File: src/rtl/gtc_pkg.sv
package gtc_pkg;
  typedef enum logic [1:0] {
    MODE_13     = 2'd0,
    MODE_16     = 2'd1,
    MODE_RELOAD = 2'd2,
    MODE_SPLIT  = 2'd3
  } mode_e;

  typedef struct packed {
    logic  gate;
    logic  ext_src;
    mode_e mode;
  } chan_cfg_t;

  localparam int unsigned AW = 3;
  localparam logic [AW-1:0] A_MODE = 3'd0;
  localparam logic [AW-1:0] A_CTRL = 3'd1;
  localparam logic [AW-1:0] A_LO0  = 3'd2;
  localparam logic [AW-1:0] A_HI0  = 3'd3;
  localparam logic [AW-1:0] A_LO1  = 3'd4;
  localparam logic [AW-1:0] A_HI1  = 3'd5;
endpackage

File: src/rtl/gtc_prescale.sv
module gtc_prescale #(
  parameter int unsigned DIV = 12
) (
  input  logic clk_i,
  input  logic rst_ni,
  output logic tick_o
);
  localparam int unsigned CW = (DIV > 1) ? $clog2(DIV) : 1;
  localparam logic [CW-1:0] LAST = CW'(DIV - 1);

  logic [CW-1:0] cnt_q;

  assign tick_o = (cnt_q == LAST);

  always_ff @(posedge clk_i or negedge rst_ni) begin
    if (!rst_ni)     cnt_q <= '0;
    else if (tick_o) cnt_q <= '0;
    else             cnt_q <= cnt_q + CW'(1);
  end
endmodule

File: src/rtl/gtc_edge.sv
module gtc_edge #(
  parameter int unsigned N = 2
) (
  input  logic         clk_i,
  input  logic         rst_ni,
  input  logic [N-1:0] pin_i,
  output logic [N-1:0] fall_o
);
  logic [N-1:0] s1_q, s2_q;

  always_ff @(posedge clk_i or negedge rst_ni) begin
    if (!rst_ni) begin
      s1_q <= '0;
      s2_q <= '0;
    end else begin
      s1_q <= pin_i;
      s2_q <= s1_q;
    end
  end

  assign fall_o = s2_q & ~s1_q;
endmodule

File: src/rtl/gtc_chan.sv
module gtc_chan
  import gtc_pkg::*;
#(
  parameter int unsigned DW       = 8,
  parameter int unsigned M0_LO    = 5,
  parameter bit          SPLIT_EN = 1'b0
) (
  input  logic          clk_i,
  input  logic          rst_ni,
  input  chan_cfg_t     cfg_i,
  input  logic          step_i,
  input  logic          split_step_i,
  input  logic          wr_lo_i,
  input  logic          wr_hi_i,
  input  logic [DW-1:0] wdata_i,
  output logic [DW-1:0] lo_o,
  output logic [DW-1:0] hi_o,
  output logic          ovf_o,
  output logic          split_ovf_o
);
  localparam int unsigned W13 = DW + M0_LO;

  logic [DW-1:0] lo_q, hi_q, lo_n, hi_n;
  logic [W13:0]  s13;
  logic [2*DW:0] s16;
  logic [DW:0]   s_lo, s_hi;

  always_comb begin
    s13  = {1'b0, hi_q, lo_q[M0_LO-1:0]} + (W13+1)'(1);
    s16  = {1'b0, hi_q, lo_q} + (2*DW+1)'(1);
    s_lo = {1'b0, lo_q} + (DW+1)'(1);
    s_hi = {1'b0, hi_q} + (DW+1)'(1);
    lo_n = lo_q;
    hi_n = hi_q;
    ovf_o = 1'b0;
    split_ovf_o = 1'b0;
    unique case (cfg_i.mode)
      MODE_13: if (step_i) begin
        lo_n[M0_LO-1:0] = s13[M0_LO-1:0];
        hi_n            = s13[W13-1:M0_LO];
        ovf_o           = s13[W13];
      end
      MODE_16: if (step_i) begin
        {ovf_o, hi_n, lo_n} = s16;
      end
      MODE_RELOAD: if (step_i) begin
        if (&lo_q) begin
          lo_n  = hi_q;
          ovf_o = 1'b1;
        end else begin
          lo_n = s_lo[DW-1:0];
        end
      end
      MODE_SPLIT: if (SPLIT_EN) begin
        if (step_i)       {ovf_o, lo_n} = s_lo;
        if (split_step_i) {split_ovf_o, hi_n} = s_hi;
      end
      default: ;
    endcase
    // bus write beats the count for the written byte
    if (wr_lo_i) lo_n = wdata_i;
    if (wr_hi_i) hi_n = wdata_i;
  end

  always_ff @(posedge clk_i or negedge rst_ni) begin
    if (!rst_ni) begin
      lo_q <= '0;
      hi_q <= '0;
    end else begin
      lo_q <= lo_n;
      hi_q <= hi_n;
    end
  end

  assign lo_o = lo_q;
  assign hi_o = hi_q;
endmodule

File: src/rtl/gtc_pair.sv
module gtc_pair
  import gtc_pkg::*;
#(
  parameter int unsigned DW       = 8,
  parameter int unsigned PRESCALE = 12,
  parameter int unsigned M0_LO    = 5
) (
  input  logic          clk_i,
  input  logic          rst_ni,
  input  logic [AW-1:0] addr_i,
  input  logic [DW-1:0] wdata_i,
  input  logic          we_i,
  output logic [DW-1:0] rdata_o,
  input  logic [1:0]    cnt_pin_i,
  input  logic [1:0]    gate_pin_i,
  output logic [1:0]    ovf_o
);
  localparam int unsigned NCH = 2;
  localparam int unsigned FW  = 4;

  logic [NCH*FW-1:0]       tmod_q;
  logic [NCH-1:0]          run_q, flag_q, hw_set_w;
  logic [NCH-1:0]          fall_w, step_w, ovf_w, sovf_w;
  logic [NCH-1:0][DW-1:0]  lo_w, hi_w;
  logic                    tick_w, ctrl_we, split_w;
  chan_cfg_t               cfg_w [NCH];

  assign ctrl_we = we_i && (addr_i == A_CTRL);

  gtc_prescale #(.DIV(PRESCALE)) u_pre (
    .clk_i (clk_i), .rst_ni (rst_ni), .tick_o (tick_w)
  );

  gtc_edge #(.N(NCH)) u_edge (
    .clk_i (clk_i), .rst_ni (rst_ni), .pin_i (cnt_pin_i), .fall_o (fall_w)
  );

  always_ff @(posedge clk_i or negedge rst_ni) begin
    if (!rst_ni) begin
      tmod_q <= '0;
      run_q  <= '0;
    end else begin
      if (we_i && addr_i == A_MODE) tmod_q <= wdata_i[NCH*FW-1:0];
      if (ctrl_we)                  run_q  <= wdata_i[NCH-1:0];
    end
  end

  assign split_w = (cfg_w[0].mode == MODE_SPLIT);

  for (genvar i = 0; i < NCH; i++) begin : g_ch
    logic en;
    assign cfg_w[i] = chan_cfg_t'(tmod_q[FW*i +: FW]);
    assign en        = run_q[i] & (~cfg_w[i].gate | gate_pin_i[i]);
    assign step_w[i] = en & (cfg_w[i].ext_src ? fall_w[i] : tick_w);

    gtc_chan #(.DW(DW), .M0_LO(M0_LO), .SPLIT_EN(i == 0)) u_ch (
      .clk_i        (clk_i),
      .rst_ni       (rst_ni),
      .cfg_i        (cfg_w[i]),
      .step_i       (step_w[i]),
      .split_step_i ((i == 0) ? (tick_w & run_q[1]) : 1'b0),
      .wr_lo_i      (we_i && addr_i == AW'(A_LO0 + 2*i)),
      .wr_hi_i      (we_i && addr_i == AW'(A_HI0 + 2*i)),
      .wdata_i      (wdata_i),
      .lo_o         (lo_w[i]),
      .hi_o         (hi_w[i]),
      .ovf_o        (ovf_w[i]),
      .split_ovf_o  (sovf_w[i])
    );

    if (i == 1) begin : g_set1
      assign hw_set_w[i] = split_w ? sovf_w[0] : ovf_w[i];
    end else begin : g_set0
      assign hw_set_w[i] = ovf_w[i];
    end

    // hardware set outranks a software write
    always_ff @(posedge clk_i or negedge rst_ni) begin
      if (!rst_ni)          flag_q[i] <= 1'b0;
      else if (hw_set_w[i]) flag_q[i] <= 1'b1;
      else if (ctrl_we)     flag_q[i] <= wdata_i[NCH+i];
    end
  end

  always_comb begin
    unique case (addr_i)
      A_MODE:  rdata_o = DW'(tmod_q);
      A_CTRL:  rdata_o = DW'({flag_q, run_q});
      A_LO0:   rdata_o = lo_w[0];
      A_HI0:   rdata_o = hi_w[0];
      A_LO1:   rdata_o = lo_w[1];
      A_HI1:   rdata_o = hi_w[1];
      default: rdata_o = '0;
    endcase
  end

  assign ovf_o = flag_q;
endmodule

File: config.mk
export PLATFORM = sky130hd
export DESIGN_NAME = gtc_pair
export DESIGN_NICKNAME = d
export VERILOG_FILES = /design/src/rtl/gtc_pkg.sv /design/src/rtl/gtc_prescale.sv /design/src/rtl/gtc_edge.sv /design/src/rtl/gtc_chan.sv /design/src/rtl/gtc_pair.sv
export SDC_FILE = /design/constraint.sdc
export NUM_CORES = 1
export LEC_CHECK = 0
export BUFFER_PORTS_ARGS = -buffer_cell sky130_fd_sc_hd__buf_2
export CAP_MARGIN = 20
export CORE_UTILIZATION = 50
export CTS_BUF_LIST = sky130_fd_sc_hd__clkbuf_8
export DETAILED_ROUTE_END_ITERATION = 10
export GPL_ROUTABILITY_DRIVEN = 0
export GPL_TIMING_DRIVEN = 0
export HOLD_SLACK_MARGIN = 0.12
export PLACE_DENSITY = 0.83
export SLEW_MARGIN = 20
export SYNTH_ARGS = -nofsm -noshare
export SYNTH_HDL_FRONTEND = slang
export SYNTH_SLANG_ARGS = --single-unit
File: constraint.sdc
create_clock -name clk_i -period 1.8 [get_ports clk_i]
set_input_delay 0.27 -clock clk_i [delete_from_list [all_inputs] [get_ports clk_i]]
set_output_delay 0.27 -clock clk_i [all_outputs]
set_load 0.02 [all_outputs]
==> results_dict.tcl <==
set metrics [dict create \
    final_area_um2 5305 \
    holdCritPathClass "primary input to flop" \
    layoutNonFillerInstCount 671 \
    die_area_um2 8134 \
    grt_pass1_vias 4197 \
    crit_arrival_ns 2.36 \
    area_growth_pct 36.42 \
    dpl.hpwl_mm 8.772 \
    rsz0062_at_grt "yes" \
    fin_ws_ns -0.3610 \
    rows 31 \
    placed_area_um2 4210 \
    first_pass_iters 6 \
    htreeDepth 2 \
    required_ns 2.00 \
    routed_wl_mm 15.73 \
    hold_ws_ns 0.2738 \
    finalSetupViolations 36 \
    numCtsBuffers 5 \
    core_um2 7370 \
    cap_violations 0 \
    ys_ff_latch 52 \
    cts_num_sinks 52 \
    layout.nets 602 \
    ant_nets 0 \
    cts-root-buf "clkbuf_8" \
    finalCriticalPeriod_ns 2.161 \
    finalPower_mw 6.665 \
    antennaDiodeCount 0 \
    grt_pass1_wl_mm 21.10 \
    drt_iter0_markers 779 \
    finalCoreUtilization_pct 71.99 \
    dieWidth_um 90.19 \
    io_pins 28 \
    finalHoldViolations 0 \
    avgSynthCellArea_um2 7.969 \
    drv_slew 0 \
    start_util_pct 52.77 \
    critPathMaxFanout 5 \
    clk_latency_ns 0.32 \
    vdd_drop_max_uv 1038 \
    synth_edf_count 0 \
    crit_path_start_kind "flop" \
    ys_seq_area_share_pct 33.46 \
    grt_overflow 0 \
    async_flop_share_pct 100.0 \
    dominantRegCellSynth "dfrtp_1" \
    fillers 481 \
    chipHeight_um 90.19 \
    worst-setup-path-type "flop to flop" \
    clock_skew_ns 0.01272 \
    track_usage_pct 32.76 \
    syn_area_um2 3889 \
    wl_per_cell_um 23.44 \
    clk_path_buf_depth 2 \
    multi_input_area_um2 2948 \
    pre_cts_slack_ns -0.4559 \
    clk_pin_slew_worst_paths_ns 0.11 \
    antenna_found_initial 0 \
    netlist_instances 488 \
    violations "setup timing" \
    fmax_ghz 0.4627 \
    grt_max_degree 53 \
    post-route-period-util_pct 120.1 \
    synth_nets 519 \
    via_per_inst 7.109 \
    cts_tree "done" \
    port_buffers 25 \
    yosys_warnings 0 \
    end_kind "flop" \
    vias 4770 \
    seqCellArea_um2 1318 \
    synth.distinct_cells 63 \
    outcome "complete, but fails checks" \
    slew_headroom_pct 49.08 \
    worst_slew_pin_slew_ns 0.7580 \
    power_density_nw_per_um2 1256 \
    p_leak_nw 2.133 \
    drive_above_1_share_pct 38.99 \
    tns_ns -4.256 \
    placed_cells 612 \
    route.detailed.drc 0 \
]
==> worst max-delay path, cell delays in order, from the launching register on <==
cell       delay, ns
dfrtp_2         0.47
inv_4           0.11
ha_4            0.18
inv_4           0.05
a22o_1          0.20
a211oi_2        0.29
buf_4           0.21
o21ai_2         0.09
a2111oi_4       0.33
o21ai_2         0.11
==> state kept, by name, summed over array words and instances, names as in the netlist <==
register	flops
g_ch.u_ch.hi_o	16
g_ch.u_ch.lo_o	16
tmod_q	8
u_pre.cnt_q	4
ovf_o	2
run_q	2
u_edge.s1_q	2
u_edge.s2_q	2
==> routing by layer <==
metal | vias up | share of wire [%] | global-route usage [%]
li1 | 1956 | - | -
met1 | 2190 | 35 | 42.59
met2 | 460 | 44 | 49.49
met3 | 164 | 14 | 7.783
met4 | 0 | 8.0 | 19.49
met5 | - | 0 | 0
==> report_power, final <==
group / leakage, nW / internal (mW) / switching (mW)
combinational: 1.48 / 1.68 / 2.11
sequential: 0.607 / 1.53 / 0.616
clock: 0.0487 / 0.285 / 0.445
total: 2.13 / 3.50 / 3.17
==> path summary, 6_finish.rpt <==
path,start,end,slack (ns),cells after the start
worst min-delay path,wdata_i[7],g_ch[1].u_ch.lo_o[7]$_DFFE_PN0P_,0.27,3
worst max register to register,tmod_q[1]$_DFFE_PN0P_,g_ch[0].u_ch.hi_o[7]$_DFFE_PN0P_,-0.36,9
worst min register to register,u_edge.s1_q[1]$_DFF_PN0_,u_edge.s2_q[1]$_DFF_PN0_,0.38,0
worst max-delay path,tmod_q[1]$_DFFE_PN0P_,g_ch[0].u_ch.hi_o[7]$_DFFE_PN0P_,-0.36,9
max in group asynchronous,rst_ni,g_ch[0].u_ch.lo_o[3]$_DFFE_PN0P_,0.76,2
min in group asynchronous,rst_ni,g_ch[1].u_ch.lo_o[6]$_DFFE_PN0P_,0.55,2
==> synth_stat cells (3+ instances only) <==
cell type | count | area, µm²
dfrtp_1 | 52 | 1301
nor2_1 | 52 | 195.2
nand2_1 | 50 | 187.7
o21ai_0 | 37 | 185.2
a21oi_1 | 36 | 180.2
nand3_1 | 23 | 115.1
and3_1 | 16 | 100.1
inv_1 | 15 | 56.30
nor3_1 | 15 | 75.07
buf_2 | 13 | 65.06
ha_1 | 13 | 162.7
clkbuf_1 | 11 | 41.29
o21ai_1 | 11 | 55.05
nand2b_1 | 10 | 62.56
xnor2_1 | 10 | 87.58
mux2i_1 | 9 | 90.09
a31oi_1 | 8 | 50.05
mux2_2 | 8 | 90.09
o31ai_1 | 8 | 60.06
a211oi_1 | 7 | 52.55
and4_1 | 6 | 52.55
a22oi_1 | 5 | 37.54
nand4_1 | 4 | 25.02
nor2b_1 | 4 | 25.02
o221ai_1 | 4 | 35.03
o22ai_1 | 4 | 25.02
a221oi_1 | 3 | 26.28
o21a_1 | 3 | 22.52
o311ai_0 | 3 | 26.28
or2_2 | 3 | 18.77
xor2_1 | 3 | 26.28
==> timing repair <==
item,4_1_cts,5_1_grt
hold buffers,3,0
endpoints found under the hold margin,54,0
setup endpoints to repair,39,39
setup buffers,26,24
gates resized for setup,63,106
cloned,0,1
pin swaps,9,46
==> cells in the final DEF, fill, tap and decap left out, drive strengths merged, types with 9 or more instances in the layout <==
cell    instances
a21oi          36
and3           16
buf            89
clkbuf         15
dfrtp          52
ha             13
inv            18
mux2i           9
nand2          51
nand2b         10
nand3          23
nor2           52
nor3           15
o21ai          48
xnor2          10
==> logic make-up after synthesis <==
kind of cell    after synthesis  synth area share, %
compound gates              154                25.10
xor+xnor                     13                2.928
fa+ha+maj                    13                4.183
buf+inv                      44                4.762
flops                        52                33.46
mux                          18                5.212
simple gates                194                24.36
==> cell type report <==
class / instances / share of cell area [%]
multi-input combinational: 393 / 55.57
sequential: 52 / 24.83
timing repair buffer: 78 / 11.25
buffer: 24 / 2.877
tap: 99 / 2.335
inverter: 17 / 1.344
clock buffer: 5 / 1.297
clock inverter: 3 / 0.4953
Power figures use the tool's default switching activity.
